File: src/rtl/sb_pkg.sv
package sb_pkg;
  typedef enum logic [1:0] {
    OP_WRITE    = 2'b00,
    OP_COPY_ONE = 2'b01,
    OP_COPY_ALL = 2'b10,
    OP_RSVD     = 2'b11
  } sb_op_e;
endpackage

File: src/rtl/sb_pending.sv
// Holds the one change waiting for the select edge (R12: newest beat overwrites).
module sb_pending
  import sb_pkg::*;
#(
  parameter int NCH  = 2,
  parameter int NREG = 4,
  parameter int DW   = 6,
  localparam int CHW = (NCH > 1) ? $clog2(NCH) : 1,
  localparam int IW  = (NREG > 1) ? $clog2(NREG) : 1
) (
  input  logic              clk,
  input  logic              rst_n,
  input  logic              take,
  input  sb_op_e            op,
  input  logic [CHW-1:0]    chan,
  input  logic [IW-1:0]     idx,
  input  logic [DW-1:0]     data,
  input  logic [NCH*DW-1:0] wiper_pos,
  input  logic              clear,
  output logic              pend_valid,
  output logic [IW-1:0]     pend_idx,
  output logic [NCH-1:0]    pend_mask,
  output logic [NCH*DW-1:0] pend_val
);
  logic [NCH-1:0]    nxt_mask;
  logic [NCH*DW-1:0] nxt_val;

  for (genvar c = 0; c < NCH; c++) begin : g_ch
    always_comb begin
      nxt_mask[c] = (op == OP_COPY_ALL) || (chan == CHW'(c));
      nxt_val[c*DW +: DW] = (op == OP_WRITE) ? data : wiper_pos[c*DW +: DW];
    end
  end

  always_ff @(posedge clk) begin
    if (!rst_n) begin
      pend_valid <= 1'b0;
      pend_idx   <= '0;
      pend_mask  <= '0;
      pend_val   <= '0;
    end else if (take) begin
      pend_valid <= 1'b1;
      pend_idx   <= idx;
      pend_mask  <= nxt_mask;
      pend_val   <= nxt_val;
    end else if (clear) begin
      pend_valid <= 1'b0;
    end
  end
endmodule

File: src/rtl/sb_commit_ctrl.sv
// Select-edge detection and the timed write-in-progress window.
module sb_commit_ctrl #(
  parameter int WR_CYCLES = 20,
  localparam int CW = $clog2(WR_CYCLES + 1)
) (
  input  logic clk,
  input  logic rst_n,
  input  logic sel_n,
  input  logic seq_partial,
  input  logic pend_valid,
  output logic busy,
  output logic apply,
  output logic drop
);
  logic          sel_q;
  logic          sel_rise;
  logic          start;
  logic [CW-1:0] cnt;

  assign sel_rise = sel_n && !sel_q;
  assign start    = sel_rise && pend_valid && !seq_partial && !busy;
  assign drop     = sel_rise && pend_valid && seq_partial && !busy;
  assign apply    = busy && (cnt == '0);

  always_ff @(posedge clk) begin
    if (!rst_n) begin
      sel_q <= 1'b1;
      busy  <= 1'b0;
      cnt   <= '0;
    end else begin
      sel_q <= sel_n;
      if (start) begin
        busy <= 1'b1;
        cnt  <= CW'(WR_CYCLES - 1);
      end else if (busy) begin
        if (cnt == '0) busy <= 1'b0;
        else           cnt  <= cnt - 1'b1;
      end
    end
  end
endmodule

File: src/rtl/sb_store.sv
// Register array with a host read port and a per-channel wiper read port.
module sb_store #(
  parameter int NCH  = 2,
  parameter int NREG = 4,
  parameter int DW   = 6,
  localparam int CHW = (NCH > 1) ? $clog2(NCH) : 1,
  localparam int IW  = (NREG > 1) ? $clog2(NREG) : 1
) (
  input  logic              clk,
  input  logic              rst_n,
  input  logic              we,
  input  logic [IW-1:0]     wr_idx,
  input  logic [NCH-1:0]    wr_mask,
  input  logic [NCH*DW-1:0] wr_val,
  input  logic [CHW-1:0]    rd_chan,
  input  logic [IW-1:0]     rd_idx,
  output logic [DW-1:0]     rd_data,
  input  logic [NCH*IW-1:0] wc_rd_idx,
  output logic [NCH*DW-1:0] wc_rd_data
);
  logic [DW-1:0] mem [NCH][NREG];

  for (genvar c = 0; c < NCH; c++) begin : g_ch
    for (genvar r = 0; r < NREG; r++) begin : g_reg
      always_ff @(posedge clk) begin
        if (!rst_n)
          mem[c][r] <= '0;
        else if (we && wr_mask[c] && (wr_idx == IW'(r)))
          mem[c][r] <= wr_val[c*DW +: DW];
      end
    end
    assign wc_rd_data[c*DW +: DW] = mem[c][wc_rd_idx[c*IW +: IW]];
  end

  assign rd_data = mem[rd_chan][rd_idx];
endmodule

File: src/rtl/setting_bank.sv
module setting_bank
  import sb_pkg::*;
#(
  parameter int NCH       = 2,
  parameter int NREG      = 4,
  parameter int DW        = 6,
  parameter int WR_CYCLES = 20,
  localparam int CHW = (NCH > 1) ? $clog2(NCH) : 1,
  localparam int IW  = (NREG > 1) ? $clog2(NREG) : 1
) (
  input  logic              clk,
  input  logic              rst_n,
  input  logic              sel_n,
  input  logic              seq_partial,
  input  logic              cmd_valid,
  output logic              cmd_ready,
  input  logic [1:0]        cmd_op,
  input  logic [CHW-1:0]    cmd_chan,
  input  logic [IW-1:0]     cmd_idx,
  input  logic [DW-1:0]     cmd_data,
  input  logic [NCH*DW-1:0] wiper_pos,
  output logic              busy,
  input  logic [CHW-1:0]    rd_chan,
  input  logic [IW-1:0]     rd_idx,
  output logic [DW-1:0]     rd_data,
  input  logic [NCH*IW-1:0] wc_rd_idx,
  output logic [NCH*DW-1:0] wc_rd_data
);
  sb_op_e            op;
  logic              take;
  logic              apply;
  logic              drop;
  logic              pend_valid;
  logic [IW-1:0]     pend_idx;
  logic [NCH-1:0]    pend_mask;
  logic [NCH*DW-1:0] pend_val;

  assign op        = sb_op_e'(cmd_op);
  assign cmd_ready = 1'b1;
  assign take      = cmd_valid && !sel_n && !busy && (op != OP_RSVD);

  sb_pending #(.NCH(NCH), .NREG(NREG), .DW(DW)) u_pend (
    .clk(clk), .rst_n(rst_n), .take(take), .op(op), .chan(cmd_chan),
    .idx(cmd_idx), .data(cmd_data), .wiper_pos(wiper_pos),
    .clear(apply || drop), .pend_valid(pend_valid), .pend_idx(pend_idx),
    .pend_mask(pend_mask), .pend_val(pend_val)
  );

  sb_commit_ctrl #(.WR_CYCLES(WR_CYCLES)) u_ctrl (
    .clk(clk), .rst_n(rst_n), .sel_n(sel_n), .seq_partial(seq_partial),
    .pend_valid(pend_valid), .busy(busy), .apply(apply), .drop(drop)
  );

  sb_store #(.NCH(NCH), .NREG(NREG), .DW(DW)) u_store (
    .clk(clk), .rst_n(rst_n), .we(apply), .wr_idx(pend_idx),
    .wr_mask(pend_mask), .wr_val(pend_val), .rd_chan(rd_chan),
    .rd_idx(rd_idx), .rd_data(rd_data), .wc_rd_idx(wc_rd_idx),
    .wc_rd_data(wc_rd_data)
  );
endmodule

File: config.mk
export PLATFORM = sky130hd
export DESIGN_NAME = setting_bank
export DESIGN_NICKNAME = d
export VERILOG_FILES = /design/src/rtl/sb_pkg.sv /design/src/rtl/sb_pending.sv /design/src/rtl/sb_commit_ctrl.sv /design/src/rtl/sb_store.sv /design/src/rtl/setting_bank.sv
export SDC_FILE = /design/constraint.sdc
export NUM_CORES = 1
export LEC_CHECK = 0
export BUFFER_PORTS_ARGS = -buffer_cell sky130_fd_sc_hd__buf_2
export CAP_MARGIN = 20
export CELL_PAD_IN_SITES_DETAIL_PLACEMENT = 0
export CELL_PAD_IN_SITES_GLOBAL_PLACEMENT = 2
export CORE_MARGIN = 2
export CORE_UTILIZATION = 40
export CTS_CLUSTER_DIAMETER = 150
export CTS_CLUSTER_SIZE = 28
export DETAILED_ROUTE_END_ITERATION = 12
export GPL_ROUTABILITY_DRIVEN = 1
export GPL_TIMING_DRIVEN = 0
export MAX_ROUTING_LAYER = met4
export PLACE_DENSITY_LB_ADDON = 0.1
export SYNTH_ARGS = -nofsm -noshare
export SYNTH_HDL_FRONTEND = slang
export SYNTH_SLANG_ARGS = --single-unit
export TNS_END_PERCENT = 20
File: constraint.sdc
create_clock -name clk -period 5.1 [get_ports clk]
set_clock_uncertainty 0.15 [all_clocks]
set_input_delay 0.255 -clock clk [delete_from_list [all_inputs] [get_ports clk]]
set_output_delay 0.255 -clock clk [all_outputs]
set_load 0.02 [all_outputs]
# --- Word-level counts from Yosys, hierarchy flattened ---
# Memory sizes are Yosys's and may differ from the RTL's.
# Cells that the tools add are included.
# Widths: inputs -> output; s select.
classes:
  n_lt_le_gt_ge: 3
  n_mux: 52
  mul: 0
  n_reduce_logical: 35
  n_addsub: 1
  n_bitwise: 14
  eq_ne: 6
  div: 0
  n_shift: 0
op_table:
  columns: ["cell", "count"]
  rows:
  - ["$mux 6", 16]
  - ["$bmux 6 s2", 3]
  - ["$mux 1", 30]
  - ["$logic_and 1x1->1", 20]
  - ["$mux 5", 3]
  - ["$ge 3x3->1 const B", 3]
  - ["$not 2->3", 3]
  - ["$or 1x1->1", 8]
  - ["$eq 2x2->1 const B", 3]
  - ["$logic_not 5->1", 1]
  - ["$sub 5x1->5 const B", 1]
  - ["$logic_not 1->1", 4]
  - ["$logic_not 2->1", 2]
  - ["$reduce_and 2->1", 2]
  - ["$reduce_bool 2->1", 2]
  - ["$logic_or 1x1->1", 3]
  - ["$not 1->1", 3]
  - ["$eq 2x1->1 const B", 1]
  - ["$ne 2x1->1 const B", 1]
  - ["$ne 2x2->1 const B", 1]
  - ["$reduce_or 2->1", 1]
word_totals:
  in_bits: 35
  rom_bits: 0
  latch_bits: 0
  memories: 1
  output_inout_bits: 20
  reg_bits: 24
  ramBits: 48
mem_list:
  columns: ["memory", "words", "word_bits", "read_ports", "rd_clocked_by_memory_dff", "wr", "line", "rtl"]
  rows:
  - ["u_store.mem", 2, 24, 3, 0, 2, "sb_store.sv:21", "logic [DW-1:0] mem [NCH][NREG];"]

# --- Logic depth before layout (Yosys ltp) ---
# Gate-level depths: netlist (run 1).
depth:
  ltp_word: 8
  mapped_depth: 7

# --- Cells and area by module ---
# A second synthesis (run 1) with hierarchy kept.
unflattened:
  hier_cells: 288
  area_unflattened_um2: 3617.2
modules_own_cells:
  columns: ["module", "cells_per_inst", "seq_area_each_um2", "area_each_um2", "n_inst"]
  rows:
  - ["sb_store", 171, 1441.4, 2549.9, 1]
  - ["sb_pending", 77, 340.3, 698.2, 1]
  - ["sb_commit_ctrl", 35, 140.1, 332.8, 1]
  - ["setting_bank", 5, 0.0, 36.3, 1]

# --- Least setup slack after synthesis (run 1) ---
# Ideal clock, no wire load.
synth_timing:
  kind: "register to register"
  startpoint: "register u_ctrl.busy"
  endpoint: "memory u_store.mem[0][12] (netlist bit) (enable)"
  setup_ps: 377
  t_required_ps: 4573
  path_slack_ps: 2949
  period_less_slack_ps: 2151
  stages_incl_launch_ff: 6
  path_buffers: 2
  arrival_time_ps: 1624
  cell_sequence: "dfxtp_1 -> buf_6 -> and2_2 -> clkbuf_1 -> nand4b_1 -> o21ai_0"
synth_rtl:
  columns: ["element", "line", "rtl"]
  rows:
  - ["from (decl)", "sb_commit_ctrl.sv:11", "output logic busy,"]
  - ["from (signal assigned)", "sb_commit_ctrl.sv:28", "busy <= 1'b0;"]
  - ["from (signal assigned)", "sb_commit_ctrl.sv:33", "busy <= 1'b1;"]
  - ["from (signal assigned)", "sb_commit_ctrl.sv:36", "if (cnt == '0) busy <= 1'b0;"]
  - ["to (decl)", "sb_store.sv:21", null]

==> results of run 1 <==
==> metal layers <==
metal / up-vias / track usage
met4: 0 / 0.107
met2: 99 / 0.302
met1: 1216 / 0.257
li1: 1272 / -
met3: 19 / 0.0319
met5: - / -
==> worst max path at each step <==
stage                  start                  to  slack (ps)  depth (start not counted)
2_1_floorplan    u_ctrl.busy  u_store.mem[0][12]        2950                          5
3_3_place_gp   u_ctrl.cnt[0]  u_store.mem[1][22]        2370                          6
3_5_place_dp   u_ctrl.cnt[0]  u_store.mem[1][22]        2330                          6
4_1_cts        u_ctrl.cnt[0]  u_store.mem[1][22]        2310                          6
5_1_grt        u_ctrl.cnt[0]  u_store.mem[1][10]        2180                          6
6_report       u_ctrl.cnt[0]  u_store.mem[1][10]        2390                          6
==> critical path: cells and delay by family (launching register included) <==
kind	cells	cell delay, ps
AND/OR/NAND/NOR	2	440
buffers and inverters	2	330
adder cells (fa/ha/maj)	1	190
AO/OA/AOI/OAI	1	910
flip-flops	1	320
==> area by class of cell <==
class                   instances  share of cell area
repair buffers                 55              0.0705
inverters                       6             0.00533
multi-input cells             205               0.360
clock inverters                 6              0.0219
flip-flops and latches         72               0.455
clock buffers                  10              0.0302
plain buffers                  22              0.0252
well taps                     108              0.0320
==> logic make-up (layout without fill, tap and decap cells) <==
| group | Yosys count | after routing | share of synthesized area |
|---|---|---|---|
| AND/OR/NAND/NOR | 112 | 112 | 0.151 |
| other | 1 | 1 | 0.00105 |
| adder cells (fa/ha/maj) | 1 | 1 | 0.00350 |
| AO/OA/AOI/OAI | 61 | 61 | 0.100 |
| buffers and inverters | 28 | 99 | 0.0361 |
| multiplexers | 30 | 30 | 0.170 |
| flip-flops | 72 | 72 | 0.538 |
==> where the power goes <==
part           switching, W  leakage (nW)  total (W)  internal, W
clock              0.000230         0.103   0.000509     0.000278
combinational     0.0000813         0.677   0.000149    0.0000673
sequential        0.0000178         0.689   0.000661     0.000643
==> stage by stage <==
step	setup WS, ps	instances
2_1_floorplan	2950	305
3_3_place_gp	2370	462
3_5_place_dp	2330	462
4_1_cts	2310	482
5_1_grt	2180	484
6_report	2390	484
==> cell usage after synthesis (all sizes together) <==
master,number
nor2,51
edfxtp,48
a21oi,31
nand2,28
dfxtp,24
mux4,24
clkbuf,13
a211oi,12
o21ai,12
buf,9
nor3b,7
mux2,6
inv,5
and2,4
nand2b,3
nand3,3
nand4b,3
nor3,3
or3b,3
nand4,2
or4b,2
a221oi,1
a311oi,1
and3,1
clkinv,1
conb,1
ha,1
nor2b,1
o211a,1
o21a,1
o311a,1
o31a,1
or2,1
==> state kept, by name (all words and copies together), names as in the netlist <==
signal             cells
u_pend.pend_val       12
u_ctrl.sel_q           1
u_pend.pend_valid      1
u_pend.pend_idx        2
u_ctrl.cnt             5
u_store.mem           48
u_ctrl.busy            1
u_pend.pend_mask       2
==> timing repair <==
action	4_1_cts	5_1_grt
hold buffers	4	0
gates resized for setup	0	0
endpoints found under the hold margin	4	0
==> flow_summary_export.csv, run 1 <==
group,metric,value,unit
logic_synthesis,seq_area_frac_synth,0.538,
timing,slew_viol_final,0,
power_and_ir_drop,power_density,312,nW/um^2
min_path,holdPathStages,2,
logic_synthesis,syn-num-nets,341,
routing,wl_met3,519,um
floorplanning,fp-row-count,34,
cts,cts.htree.levels,3,
worst_setup_path,worstSetupStartpointType,"flop",
timing,fin_crit,2710,ps
final_layout,area_delta_synth_final,18.3,%
timing,hold_slack,31.2,ps
placed_design,place_area,3950,um^2
final_layout,nets,407,
timing,period_share,0.532,
job,maxCapViolations,0,
cts,clockBufferDepth,2,
power_and_ir_drop,power,0.00132,W
final_layout,num_antenna_cells,0,
worst_setup_path,path_cells,"inv_1 > ha_1 > and2_2 > clkbuf_1 > nand4_1 > o21ai_0",
timing,worstMarginPinSlew,1040,ps
final_layout,drive_gt1_frac,0.298,
timing,fmax,369,MHz
cts,cts.sinks,72,
cts,post_cts.repair.setup_buffers,0,
routing,viasPerCell,5.38,
worst_setup_path,ff2ff_setup_slack,2390,ps
final_layout,final_cell_mix,"buf_2, nor2_1, edfxtp_1, a21oi_1, nand2_1",
worst_setup_path,endpoint_kind,"flop",
routing,ant_nets,0,
worst_setup_path,critPathArrivalTime,2530,ps
timing,hold_violations,0,
floorplanning,io-pin-count,55,
final_layout,multi_input_comb_area,1520,um^2
worst_setup_path,critPathSlowestCell,"o21ai_0",
routing,wl_per_cell,18.6,um
global_route,grt_usage,0.199,
final_layout,fillers,843,
floorplanning,initial_core_util,0.412,
logic_synthesis,yosys_warnings,0,
global_route,antenna_found_initial,0,
routing,drt_iter0_drc,125,
floorplanning,die_h,98.5,um
placed_design,io_buffers,49,
routing,vias,2606,
cts,tritoncts,"yes",
logic_synthesis,netlist_instances,305,
final_layout,fin_area,4230,um^2
global_route,grt_max_degree,14,
routing,dr.pass1.iters,4,
cts,insertion_delay,340,ps
global_route,grt-ovfl-total,0,
power_and_ir_drop,p_leak,1.47,nW
logic_synthesis,synth_area,3570,um^2
logic_synthesis,yosys.cell_types.count,40,
logic_synthesis,yosysTopAreaCell,"edfxtp_1",
worst_setup_path,slowest_delay,910,ps
min_path,hp-class,"primary input to flop",
logic_synthesis,synth_top_area_share,0.403,
final_layout,regArea,1920,um^2
floorplanning,dieArea,9710,um^2
placed_design,dpl.hpwl,6.89,mm
global_route,grt_pass1_wl,14.2,mm
worst_setup_path,regToRegEndpoint,"u_store.mem[1][10]",
min_path,hold_start,"rst_n",
timing,setup_viol,0,
worst_setup_path,worst-setup-path-type,"flop to flop",
placed_design,routabilityCongestion,0.832,
worst_setup_path,reg2reg_depth,6,
routing,dr.max_layer_used,"met4",
cts,path_clk_slew,80,ps
outcome,status,"completed",
logic_synthesis,avgSynthCellArea,11.7,um^2
power_and_ir_drop,ir_drop,0.000147,V
cts,cts.root.buffer_cell,"clkbuf_8",
floorplanning,core_area,8680,um^2
routing,dr_wl_met2,4.22,mm
cts,numCtsBuffers,9,
worst_setup_path,reg2reg_from,"u_ctrl.cnt[0]",
timing,tns,0,ps
min_path,min_to,"u_ctrl.sel_q",
final_layout,final_common_cell,"buf_2",
worst_setup_path,path_max_fanout,7,
routing,wirelength,9.02,mm
floorplanning,dieWidth,98.5,um
logic_synthesis,synth_seq_cells,72,
timing,slew_headroom,0.298,
final_layout,final_util,0.487,
logic_synthesis,ys_top_cells_by_area,"edfxtp_1, mux4_2, dfxtp_1",
global_route,grt_pass1_vias,2657,
timing,rsz0062_at_grt,"no",
routing,wl_met1,3.97,mm
routing,drc_errors,0,
worst_setup_path,required,4920,ps
No activity file was read; power rests on OpenSTA's default activity.
==> run 2, diff against run 1 <==
--- a/config.mk
+++ b/config.mk
@@ -10,7 +10,7 @@
 export CELL_PAD_IN_SITES_DETAIL_PLACEMENT = 0
 export CELL_PAD_IN_SITES_GLOBAL_PLACEMENT = 2
 export CORE_MARGIN = 2
-export CORE_UTILIZATION = 40
+export CORE_UTILIZATION = 34
 export CTS_CLUSTER_DIAMETER = 150
 export CTS_CLUSTER_SIZE = 28
 export DETAILED_ROUTE_END_ITERATION = 12
==> constraint.sdc (replaced) <==
create_clock -name clk -period 2.37 [get_ports clk]
set_clock_uncertainty 0.15 [all_clocks]
set_input_delay 0.1185 -clock clk [delete_from_list [all_inputs] [get_ports clk]]
set_output_delay 0.1185 -clock clk [all_outputs]
set_load 0.02 [all_outputs]
==> flow_summary_export.csv, run 2 (synthesis gave the netlist of run 1 again) <==
group,metric,value,unit
global_route,grt_usage,0.187,
power_and_ir_drop,p_leak,1.55,nW
timing,fmax,461,MHz
final_layout,largest_registers,"u_store.mem: 48 flops, u_pend.pend_val: 12 flops, u_ctrl.cnt: 5 flops",
worst_setup_path,reg2reg_depth,6,
placed_design,dp_cells,492,
worst_setup_path,path_max_fanout,10,
cts,cts.sinks,72,
routing,wirelength,9.73,mm
worst_setup_path,critPathArrivalTime,2090,ps
final_layout,num_antenna_cells,0,
worst_setup_path,cp-endpoint,"u_store.mem[1][12]",
min_path,hold_start,"wiper_pos[10]",
timing,fin_crit,2170,ps
timing,setup_viol,0,
min_path,hp-class,"primary input to flop",
floorplanning,io-pin-count,55,
floorplanning,dieWidth,107,um
worst_setup_path,reg2reg_from,"u_ctrl.cnt[0]",
worst_setup_path,cp-startpoint,"u_ctrl.cnt[0]",
cts,numCtsBuffers,9,
worst_setup_path,regToRegEndpoint,"u_store.mem[1][12]",
floorplanning,die_h,107,um
outcome,status,"completed",
floorplanning,core_area,10300,um^2
routing,drt_iter0_drc,132,
min_path,holdPathStages,3,
final_layout,nets,418,
worst_setup_path,worstSetupStartpointType,"flop",
final_layout,fin_cells,523,
cts,cts.root.buffer_cell,"clkbuf_8",
routing,viasPerCell,5.13,
power_and_ir_drop,power_density,657,nW/um^2
worst_setup_path,required,2290,ps
global_route,grt_pass1_wl,15.2,mm
floorplanning,fp-row-count,37,
final_layout,drive_gt1_frac,0.323,
global_route,grt-ovfl-total,0,
cts,cts.htree.levels,3,
timing,hold_violations,0,
routing,ant_nets,0,
routing,dr.pass1.iters,5,
timing,slew_headroom,0.443,
cts,tritoncts,"yes",
timing,period_share,0.915,
job,maxCapViolations,0,
timing,tns,0,ps
global_route,grt_max_degree,13,
routing,vias,2684,
cts,path_clk_slew,80,ps
final_layout,largest_register_ffs,48,
timing,slew_viol_final,0,
global_route,grt_pass1_vias,2803,
final_layout,area_delta_synth_final,24.5,%
floorplanning,dieArea,11300,um^2
final_layout,largest-register,"u_store.mem",
timing,worstMarginPinSlew,835,ps
routing,drc_errors,0,
placed_design,routabilityCongestion,0.740,
worst_setup_path,worst-setup-path-type,"flop to flop",
final_layout,final_common_cell,"buf_2",
timing,rsz0062_at_grt,"no",
floorplanning,initial_core_util,0.348,
routing,wl_per_cell,18.6,um
cts,insertion_delay,330,ps
placed_design,dpl.hpwl,7.28,mm
final_layout,final_cell_mix,"buf_2, nor2_1, edfxtp_1, a21oi_1, nand2_1",
placed_design,io_buffers,49,
worst_setup_path,endpoint_kind,"flop",
worst_setup_path,ff2ff_setup_slack,200,ps
cts,clockBufferDepth,2,
global_route,antenna_found_initial,0,
power_and_ir_drop,ir_drop,0.000300,V
==> run 2: cell count changes in the layout (fill, tap and decap cells not counted), moves of 2 or more <==
cell / previous run / this run
buf_4: 3 / 8
clkinv_2: 0 / 2
dlygate4sd3_1: 4 / 12
o21ai_0: 12 / 4
o21ai_2: 0 / 4
o21ai_4: 0 / 4
==> run 2: cell type report <==
cell class                      instances  area (um^2)
Clock inverter                          6          108
Clock buffer                           10          128
Timing Repair Buffer                   67          408
Tap cell                              136          170
Fill cell                            1022         5830
Sequential cell                        72         1920
Inverter                                6         22.5
Buffer                                 21          103
Multi-Input combinational cell        205         1590
==> run 2: timing repair <==
item	CTS	global route
endpoints found under the hold margin	13	0
buffers inserted	0	4
endpoints found under the setup margin	46	68
gates cloned	0	0
resized for setup	12	9
hold buffers	12	0
pin swaps	0	3
==> run 2: power by group <==
group          internal [W]  leakage, nW  switching [W]
Sequential          0.00138        0.689      0.0000411
Clock              0.000696        0.116       0.000459
Combinational      0.000158        0.739       0.000187
Total               0.00224         1.55       0.000687
==> run 2: worst max-delay path: stages (launching register included) <==
cell      delay [ps]
dfxtp_1          340
inv_1             70
ha_1             220
and2_2           250
nand4b_1         310
clkbuf_1         460
nor2_1           110
==> run 2: through the flow <==
| stage | hold WS (ps) | util | power [W] | cell area (um^2) | setup WS, ps |
|---|---|---|---|---|---|
| 6_report | 19.5 | 0.433 | 0.00292 | 4450 | 203 |
| 5_1_grt | 18.6 | 0.433 | 0.00305 | 4450 | 42.5 |
| 4_1_cts | 1.06 | 0.425 | 0.00295 | 4370 | -61.5 |
| 3_5_place_dp | 199 | 0.389 | 0.00178 | 4000 | -469 |
| 3_3_place_gp | 198 | 0.388 | 0.00177 | 3990 | -511 |
| 2_1_floorplan | 41.5 | - | 0.00165 | 3570 | 219 |
==> run 2: how the worst min path moves through the flow <==
stage | slack (ps) | endpoint
3_5_place_dp | 200 | u_pend.pend_mask[0]
3_3_place_gp | 200 | u_pend.pend_mask[0]
5_1_grt | 20 | u_pend.pend_val[7]
4_1_cts | 1 | u_pend.pend_val[7]
2_1_floorplan | 40 | u_ctrl.sel_q
6_report | 20 | u_pend.pend_val[10]
==> run 2: routing by layer <==
metal	wire length [um]	share of wire	global-route usage
met1	4230	0.43	0.226
met2	4980	0.51	0.321
met3	383	0.039	0.0294
met4	136	0.014	0.0668
met5	0	0	-
